### config.mk
export PLATFORM = sky130hd
export DESIGN_NAME = alu_ccr_core
export DESIGN_NICKNAME = d
export VERILOG_FILES = /design/src/rtl/alu_cc_pkg.sv /design/src/rtl/alu_addsub.sv /design/src/rtl/alu_bitops.sv /design/src/rtl/alu_decadj.sv /design/src/rtl/alu_ccr_core.sv
export SDC_FILE = /design/constraint.sdc
export NUM_CORES = 1
export LEC_CHECK = 0
export BUFFER_PORTS_ARGS = -buffer_cell sky130_fd_sc_hd__buf_2
export CAP_MARGIN = 20
export CORE_MARGIN = 3
export CORE_UTILIZATION = 56
export DETAILED_ROUTE_END_ITERATION = 10
export PLACE_DENSITY = 0.81
export SLEW_MARGIN = 30
export SYNTH_ARGS = -nofsm -noshare
export SYNTH_HDL_FRONTEND = slang
export SYNTH_SLANG_ARGS = --single-unit
### constraint.sdc
create_clock -name vclk -period 10.65
set_input_delay 3.195 -clock vclk [all_inputs]
set_output_delay 3.195 -clock vclk [all_outputs]
set_load 0.02 [all_outputs]
### src/rtl/alu_cc_pkg.sv
package alu_cc_pkg;

  localparam int BYTE_W = 8;
  localparam int WORD_W = 16;
  localparam int CC_W   = 8;
  localparam int NIB_W  = 4;
  localparam int PAD_W  = WORD_W - BYTE_W;

  // status bit positions (decoded by neighbouring branch logic)
  localparam int CC_C = 0;
  localparam int CC_V = 1;
  localparam int CC_Z = 2;
  localparam int CC_N = 3;
  localparam int CC_H = 5;

  typedef enum logic [4:0] {
    OP_ADD  = 5'd0,  OP_ADC  = 5'd1,  OP_SUB  = 5'd2,  OP_SBC  = 5'd3,
    OP_CMP  = 5'd4,  OP_AND  = 5'd5,  OP_OR   = 5'd6,  OP_XOR  = 5'd7,
    OP_BIT  = 5'd8,  OP_LD   = 5'd9,  OP_ST   = 5'd10, OP_NEG  = 5'd11,
    OP_COM  = 5'd12, OP_CLR  = 5'd13, OP_INC  = 5'd14, OP_DEC  = 5'd15,
    OP_LSR  = 5'd16, OP_ASR  = 5'd17, OP_ROR  = 5'd18, OP_ROL  = 5'd19,
    OP_ASL  = 5'd20, OP_DAA  = 5'd21, OP_ADDW = 5'd22, OP_SUBW = 5'd23,
    OP_CMPW = 5'd24
  } alu_op_e;

  typedef struct packed {
    logic [WORD_W-1:0] res;
    logic [CC_W-1:0]   flg;
    logic [CC_W-1:0]   wr;
  } alu_out_t;

  function automatic logic [CC_W-1:0] mk_cc(input logic h, input logic n,
                                            input logic z, input logic v,
                                            input logic c);
    logic [CC_W-1:0] f;
    f       = '0;
    f[CC_H] = h;
    f[CC_N] = n;
    f[CC_Z] = z;
    f[CC_V] = v;
    f[CC_C] = c;
    return f;
  endfunction

endpackage

### src/rtl/alu_addsub.sv
module alu_addsub #(
  parameter int W = 8
) (
  input  logic [W-1:0] x_i,
  input  logic [W-1:0] y_i,
  input  logic         cin_i,
  input  logic         sub_i,
  output logic [W-1:0] sum_o,
  output logic         cout_o,
  output logic         ovf_o
);
  localparam int EW = W + 1;

  logic [EW-1:0] xe, ye, ce, r;

  always_comb begin
    xe = {1'b0, x_i};
    ye = {1'b0, y_i};
    ce = {{W{1'b0}}, cin_i};
    r  = sub_i ? (xe - ye - ce) : (xe + ye + ce);
  end

  assign sum_o  = r[W-1:0];
  assign cout_o = r[W];
  // sign of operands, result and the bit shifted down from the carry
  assign ovf_o  = x_i[W-1] ^ y_i[W-1] ^ r[W-1] ^ r[W];

endmodule

### src/rtl/alu_bitops.sv
module alu_bitops
  import alu_cc_pkg::*;
(
  input  alu_op_e          op_i,
  input  logic [BYTE_W-1:0] a_i,
  input  logic [BYTE_W-1:0] b_i,
  input  logic             c_i,
  output alu_out_t         out_o
);
  localparam logic [BYTE_W-1:0] INC_OVF = 8'h80;
  localparam logic [BYTE_W-1:0] DEC_OVF = 8'h7F;
  localparam logic [BYTE_W-1:0] ONE     = 8'h01;

  logic [BYTE_W-1:0] r, f;
  logic              c, v, wr_c, wr_v;

  always_comb begin
    r    = a_i;
    c    = c_i;
    v    = 1'b0;
    wr_c = 1'b0;
    wr_v = 1'b1;
    case (op_i)
      OP_AND: r = a_i & b_i;
      OP_OR:  r = a_i | b_i;
      OP_XOR: r = a_i ^ b_i;
      OP_BIT: r = a_i & b_i;
      OP_LD:  r = b_i;
      OP_ST:  r = a_i;
      OP_COM: begin r = ~a_i; c = 1'b1; wr_c = 1'b1; end
      OP_CLR: begin r = '0;   c = 1'b0; wr_c = 1'b1; end
      OP_INC: begin r = a_i + ONE; v = (r == INC_OVF); end
      OP_DEC: begin r = a_i - ONE; v = (r == DEC_OVF); end
      OP_LSR: begin r = {1'b0, a_i[BYTE_W-1:1]};          c = a_i[0]; wr_c = 1'b1; wr_v = 1'b0; end
      OP_ASR: begin r = {a_i[BYTE_W-1], a_i[BYTE_W-1:1]}; c = a_i[0]; wr_c = 1'b1; wr_v = 1'b0; end
      OP_ROR: begin r = {c_i, a_i[BYTE_W-1:1]};           c = a_i[0]; wr_c = 1'b1; wr_v = 1'b0; end
      OP_ROL: begin r = {a_i[BYTE_W-2:0], c_i}; c = a_i[BYTE_W-1]; wr_c = 1'b1; wr_v = 1'b0; end
      default: wr_v = 1'b0;
    endcase
    // bit-test sets flags from the masked value but hands the operand back
    f = r;
    if (op_i == OP_BIT) r = a_i;
    out_o.res = {{PAD_W{1'b0}}, r};
    out_o.flg = mk_cc(1'b0, f[BYTE_W-1], (f == '0), v, c);
    out_o.wr  = mk_cc(1'b0, 1'b1, 1'b1, wr_v, wr_c);
  end

endmodule

### src/rtl/alu_decadj.sv
module alu_decadj
  import alu_cc_pkg::*;
(
  input  logic [BYTE_W-1:0] a_i,
  input  logic              h_i,
  input  logic              c_i,
  output logic [BYTE_W-1:0] res_o,
  output logic              c_o
);
  localparam int TW = BYTE_W + 2;
  localparam logic [TW-1:0]    ADJ_LO = TW'(6);
  localparam logic [TW-1:0]    ADJ_HI = TW'(6) << NIB_W;
  localparam logic [NIB_W-1:0] DIG_MAX = NIB_W'(9);

  logic [TW-1:0] t0, t1, t2, t3;

  always_comb begin
    t0 = {2'b00, a_i} + (h_i ? ADJ_LO : '0);
    t1 = t0 + ((t0[NIB_W-1:0] > DIG_MAX) ? ADJ_LO : '0);
    t2 = t1 + (c_i ? ADJ_HI : '0);
    t3 = t2 + ((t2[BYTE_W-1:NIB_W] > DIG_MAX) ? ADJ_HI : '0);
  end

  assign res_o = t3[BYTE_W-1:0];
  assign c_o   = t3[BYTE_W];

endmodule

### src/rtl/alu_ccr_core.sv
module alu_ccr_core
  import alu_cc_pkg::*;
(
  input  logic [4:0]        op_i,
  input  logic [WORD_W-1:0] a_i,
  input  logic [WORD_W-1:0] b_i,
  input  logic [CC_W-1:0]   cc_i,
  output logic [WORD_W-1:0] res_o,
  output logic [CC_W-1:0]   cc_o
);
  alu_op_e op;
  assign op = alu_op_e'(op_i);

  logic [BYTE_W-1:0] ax, bx;
  assign ax = a_i[BYTE_W-1:0];
  assign bx = b_i[BYTE_W-1:0];

  // byte adder operand steering
  logic [BYTE_W-1:0] x8, y8, sum8, hx8;
  logic              cin8, sub8, cout8, ovf8, h8;

  always_comb begin
    x8   = ax;
    y8   = bx;
    cin8 = 1'b0;
    sub8 = 1'b0;
    case (op)
      OP_ADC:         cin8 = cc_i[CC_C];
      OP_SUB, OP_CMP: sub8 = 1'b1;
      OP_SBC: begin sub8 = 1'b1; cin8 = cc_i[CC_C]; end
      OP_NEG: begin x8 = '0; y8 = ax; sub8 = 1'b1; end
      OP_ASL:         y8 = ax;
      default: ;
    endcase
  end

  alu_addsub #(.W(BYTE_W)) u_add8 (
    .x_i(x8), .y_i(y8), .cin_i(cin8), .sub_i(sub8),
    .sum_o(sum8), .cout_o(cout8), .ovf_o(ovf8)
  );

  assign hx8 = x8 ^ y8 ^ sum8;
  assign h8  = hx8[NIB_W];

  logic [WORD_W-1:0] sum16;
  logic              cout16, ovf16;

  alu_addsub #(.W(WORD_W)) u_add16 (
    .x_i(a_i), .y_i(b_i), .cin_i(1'b0), .sub_i(op != OP_ADDW),
    .sum_o(sum16), .cout_o(cout16), .ovf_o(ovf16)
  );

  alu_out_t bit_out;

  alu_bitops u_bits (
    .op_i(op), .a_i(ax), .b_i(bx), .c_i(cc_i[CC_C]), .out_o(bit_out)
  );

  logic [BYTE_W-1:0] daa_res;
  logic              daa_c;

  alu_decadj u_daa (
    .a_i(ax), .h_i(cc_i[CC_H]), .c_i(cc_i[CC_C]),
    .res_o(daa_res), .c_o(daa_c)
  );

  alu_out_t sel;

  always_comb begin
    sel.res = a_i;
    sel.flg = '0;
    sel.wr  = '0;
    case (op)
      OP_ADD, OP_ADC, OP_SUB, OP_SBC, OP_NEG, OP_ASL, OP_CMP: begin
        sel.res = (op == OP_CMP) ? {{PAD_W{1'b0}}, ax} : {{PAD_W{1'b0}}, sum8};
        sel.flg = mk_cc(h8, sum8[BYTE_W-1], (sum8 == '0), ovf8, cout8);
        sel.wr  = mk_cc(1'b1, 1'b1, 1'b1, 1'b1, 1'b1);
      end
      OP_AND, OP_OR, OP_XOR, OP_BIT, OP_LD, OP_ST, OP_COM, OP_CLR,
      OP_INC, OP_DEC, OP_LSR, OP_ASR, OP_ROR, OP_ROL:
        sel = bit_out;
      OP_DAA: begin
        sel.res = {{PAD_W{1'b0}}, daa_res};
        sel.flg = mk_cc(1'b0, 1'b0, 1'b0, 1'b0, daa_c);
        sel.wr  = mk_cc(1'b0, 1'b0, 1'b0, 1'b0, 1'b1);
      end
      OP_ADDW, OP_SUBW, OP_CMPW: begin
        sel.res = (op == OP_CMPW) ? a_i : sum16;
        sel.flg = mk_cc(1'b0, sum16[WORD_W-1], (sum16 == '0), ovf16, cout16);
        sel.wr  = mk_cc(1'b0, 1'b1, 1'b1, 1'b1, 1'b1);
      end
      default: ;
    endcase
  end

  assign res_o = sel.res;
  assign cc_o  = (cc_i & ~sel.wr) | (sel.flg & sel.wr);

endmodule

Word level (Yosys, flattened, before mapping). Cells that the tools add are included.

Bits in registers: 0. Input port bits: 45.

$add $sub $neg: 12. Magnitude comparators: 2. Equality and inequality tests: 27. Mux-type cells: 19. Bitwise operators: 16. Reductions and logical operators: 14.

Operators by type and width (number): $pmux W32 S4 (1); $pmux W8 S12 (1); $eq A5 B5 Y1 const B (9); $eq A5 B4 Y1 const B (8); $mux W8 (4); $add A9 B9 Y9 (3); $and A8 B8 Y8 (3); $eq A5 B3 Y1 const B (4); $add A16 B16 Y17 (1); $mux W17 (1); $sub A16 B16 Y17 (1); $logic_not A16 Y1 (1); $logic_not A8 Y1 (2); $mux W16 (1); $not A8 Y8 (2); $or A8 B8 Y8 (2); $mux W7 (2); $reduce_or A14 Y1 (1); $eq A5 B2 Y1 const B (2); $reduce_or A10 Y1 (1); $xor A5 B5 Y5 (2); $add A8 B8 Y9 (1); $add A8 B9 Y9 (1); $add A9 B1 Y9 (1); other kinds (22) (35).

Depth between registers and ports, before layout.
Depth after elaboration: 13. Depth in mapped cells: 20.

Hierarchy. From an unflattened synthesis, not the netlist that was laid out.

Cells, all modules: 926. Area total of the unflattened synthesis: 6754.0 sq um.

By module, submodules not included: alu_addsub (u_add16) (times used 1, cells each 283, area each 2070.7 sq um, seq. area each 0.0 sq um); alu_bitops (times used 1, cells each 265, area each 1845.5 sq um, seq. area each 0.0 sq um); alu_ccr_core (times used 1, cells each 178, area each 1231.2 sq um, seq. area each 0.0 sq um); alu_addsub (u_add8) (times used 1, cells each 133, area each 1013.5 sq um, seq. area each 0.0 sq um); alu_decadj (times used 1, cells each 67, area each 593.1 sq um, seq. area each 0.0 sq um).

Least setup slack after synthesis. OpenSTA, ideal clock, no wires.

Kind: input port to output port. From: in op_i[4]. To: out cc_o[2]. Arrival: 7.488 ns. Path slack: -0.033 ns. Stages: 17. Path buffers: 5. Path through: clkbuf_1 clkbuf_1 clkbuf_1 clkbuf_1 nand3_1 clkbuf_1 nor2_1 xnor2_1 ha_1 nor2b_1 o31ai_1 a21oi_1 a21o_1 xor2_1 or4b_1 or4_1 o211ai_1.

Word-level cells in the longest chain between the ends: 10. Elaborated cells on any way between the ends: 52.

RTL lines: from (decl) (line alu_ccr_core.sv:4) `input logic [4:0] op_i,`; $eq A5 B4 Y1 or $eq A5 B5 Y1 (tied branches) (line alu_ccr_core.sv:27, alu_ccr_core.sv:73); $reduce_or A2 Y1 (no source line); $mux W8 (line alu_ccr_core.sv:27) `case (op)`; $add A8 B8 Y9 or $sub A8 B8 Y9 (tied branches) (line alu_addsub.sv:20) `r = sub_i ? (xe - ye - ce) : (xe + ye + ce);`; $add A9 B1 Y9 or $sub A9 B1 Y9 (tied branches) (line alu_addsub.sv:20); $mux W9 (line alu_addsub.sv:20); $logic_not A8 Y1 (line alu_ccr_core.sv:76) `sel.flg = mk_cc(h8, sum8[BYTE_W-1], (sum8 == '0), ovf8, cout8);`; $pmux W32 S4 (*) (line alu_ccr_core.sv:73) `case (op)`; $and A8 B8 Y8 (line alu_ccr_core.sv:97) `assign cc_o = (cc_i & ~sel.wr) | (sel.flg & sel.wr);`; $or A8 B8 Y8 (*) (line alu_ccr_core.sv:97); to (decl) (line alu_ccr_core.sv:9) `output logic [CC_W-1:0] cc_o`.

Mark *: on every way between the ends. The rest lies on a longest branch, timed or not.

Final worst setup path.
From: in b_i[2]. To: out cc_o[2].

Word-level cells in the longest chain between the ends: 8. Elaborated cells on any way between the ends: 19.

RTL lines: from (decl) (line alu_ccr_core.sv:6) `input logic [WORD_W-1:0] b_i,`; $mux W8 (line alu_ccr_core.sv:27); $add A8 B8 Y9 or $sub A8 B8 Y9 (tied branches) (line alu_addsub.sv:20); $add A9 B1 Y9 or $sub A9 B1 Y9 (tied branches) (line alu_addsub.sv:20); $mux W9 (line alu_addsub.sv:20); $logic_not A8 Y1 (line alu_ccr_core.sv:76); $pmux W32 S4 (*) (line alu_ccr_core.sv:73); $and A8 B8 Y8 (*) (line alu_ccr_core.sv:97); $or A8 B8 Y8 (*) (line alu_ccr_core.sv:97).

Marked as above.

==> metrics.yaml <==
run_status:
  status: "finished clean"
route:
  detail-route-antenna-nets: 0
  dr.first_iter.drc_count: 666
  vias: 6214
  dr.pass1.iters: 5
  vias_per_cell: 6.96
  routed_wl_um: 19200
  wl_per_cell_um: 21.4
  drc: 0
logic_synthesis:
  syn_avg_cell_area_um2: 6.70
  synth_area_leaders: "ha_1, xnor2_1, a21oi_1"
  synth_top_area_share_pct: 15.8
  synth_cell_type_count: 78
  yosys_warnings: 0
  synthesis.area_um2: 4990
  syn_nets: 859
  yosys.area.top_type: "ha_1"
  synthTopCellsByCount: "nor2_1, ha_1, a21oi_1"
  yosysMostFrequentCell: "nor2_1"
  ys_seq_area_share_pct: 0
  syn_inst: 745
run:
  maxCapViolations: 0
place:
  dp_hpwl_um: 15200
  dp_cells: 893
  dp_slack_ps: 159
  port_buffers: 63
  place_congestion: 1.09
critical_path:
  crit_path_end: "cc_o[2]"
  crit_type: "input pin to output pin"
  startpoint_type: "input pin"
  critPathMaxFanout: 7
  worst_setup_path_end_kind: "output pin"
  cp.required_ps: 7460
  crit_chain: "buf_2 -> or4_1 -> or3_1 -> nor4_2 -> a21oi_1 -> xnor2_1 -> ha_1 -> nand4_1 -> a211oi_1 -> o31ai_1 -> nand4_1 -> or4b_1 -> or4_1 -> o211ai_1 -> buf_2"
  slowest_stage: "or4_1"
  crit_start: "b_i[2]"
  cp_slowest_stage_delay_ps: 600
  worstPathArrival_ps: 7300
final_layout:
  fill_cells: 833
  syn2layout_area_growth_pct: 9.45
  drive_above_1_share_pct: 14.6
  fin_util_pct: 64.9
  layout.cells.non_filler: 893
  regArea_um2: 0
  nClkBuffers: 0
  fin_nets: 904
  nFlopsAndLatches: 0
  diodes: 0
pwr:
  vdd.ir_drop.worst_mv: 0.0336
  p_per_area_nw_per_um2: 62.3
  power_leakage_uw: 0.00239
timing:
  finalSetupTns_ps: 0
  post-route-period-util_pct: 98.5
  relSlewSlack_pct: 35.6
  setup_viol: 0
  finalCriticalPeriod_ps: 10490
  fin_ws_ps: 159
  drv_slew: 0
  rsz0062_at_grt: "yes"
  final_hold_viol_count: 0
  max_freq_mhz: 95.3
  worst_pin_slew_ps: 959
cts:
  cts-hold-fix-buffers: 0
  cts_resized: 0
  post-cts-setup-buffers: 0
grt:
  grt_pass1_vias: 5875
  grt_overflow: 0
  antenna_found_initial: 0
  grt_max_degree: 31
  grt_pass1_wl_um: 30300
  grtUsageTotal_pct: 37.0
floorplanning:
  start_util_pct: 59.3
  ios: 69
  core_um2: 8420
  rows: 33
  die_h_um: 100
  die_x_um: 100
  dieArea_um2: 10100
min_path:
  hp-start: "cc_i[4]"
  hold_path.class: "input pin to output pin"
-- layout make-up --
| class | count | area (µm²) | area share, % |
|---|---|---|---|
| inverters | 47 | 176 | 3.23 |
| multi-input cells | 653 | 4650 | 85.2 |
| well taps | 105 | 131 | 2.40 |
| repair buffers | 88 | 503 | 9.20 |
-- layout by cell type, fill, tap and decap left out, types with 12 or more instances in the layout --
cell type,n
a21o_1,16
nor2_1,66
xor2_1,15
inv_1,45
ha_1,63
buf_2,63
a21oi_1,53
nor3_1,20
nor2b_1,13
o21ai_0,51
nand2b_1,16
buf_4,25
nand3_1,27
a31oi_1,15
a211oi_1,12
nand2_1,52
xnor2_1,37
-- metal layers --
layer  vias up  GRT usage [%]  part of all wire [%]
met2       397           62.2                    45
met3        70           5.56                    11
met5         -              0                     0
li1       2862              -                     -
met4         0           12.0                   4.0
met1      2885           48.5                    40
-- power by group --
part	internal (µW)	total (µW)	switching, µW
clock	0	0	0
sequential	0	0	0
combinational	132	341	209
-- metrics by stage --
step,hold WS (ps),cell area [µm²],total power [µW]
2_1_floorplan,6500,5000,236
3_3_place_gp,6390,5440,320
3_5_place_dp,6390,5440,330
4_1_cts,6390,5440,332
5_1_grt,6390,5470,370
6_report,6390,5470,341
-- worst min-delay path by stage --
stage               to  slack (ps)  cells after the start
4_1_cts        cc_o[4]        6390                      0
3_3_place_gp   cc_o[4]        6390                      0
3_5_place_dp   cc_o[4]        6390                      0
2_1_floorplan  cc_o[4]        6500                      1
6_report       cc_o[4]        6390                      0
5_1_grt        cc_o[7]        6390                      0
-- logic make-up (layout without fill, tap and decap cells) --
kind of cell               after synthesis  count (layout)  share of synthesized area [%]
muxes                                   11              11                           2.28
buffers and inverters                   92             135                           7.32
xor gates and xnor gates                54              54                           9.75
and+or+nand+nor                        266             266                           27.9
AOI/OAI and AO/OA                      253             253                           34.6
adders and majority gates               69              69                           18.2
-- worst max-delay path: cells and delay by family --
kind	cells	cell delay (ps)
xor gates and xnor gates	1	160
AOI/OAI and AO/OA	4	770
buffers and inverters	2	350
adders and majority gates	1	370
and+or+nand+nor	7	2440
No activity file was read; power rests on OpenSTA's default activity.
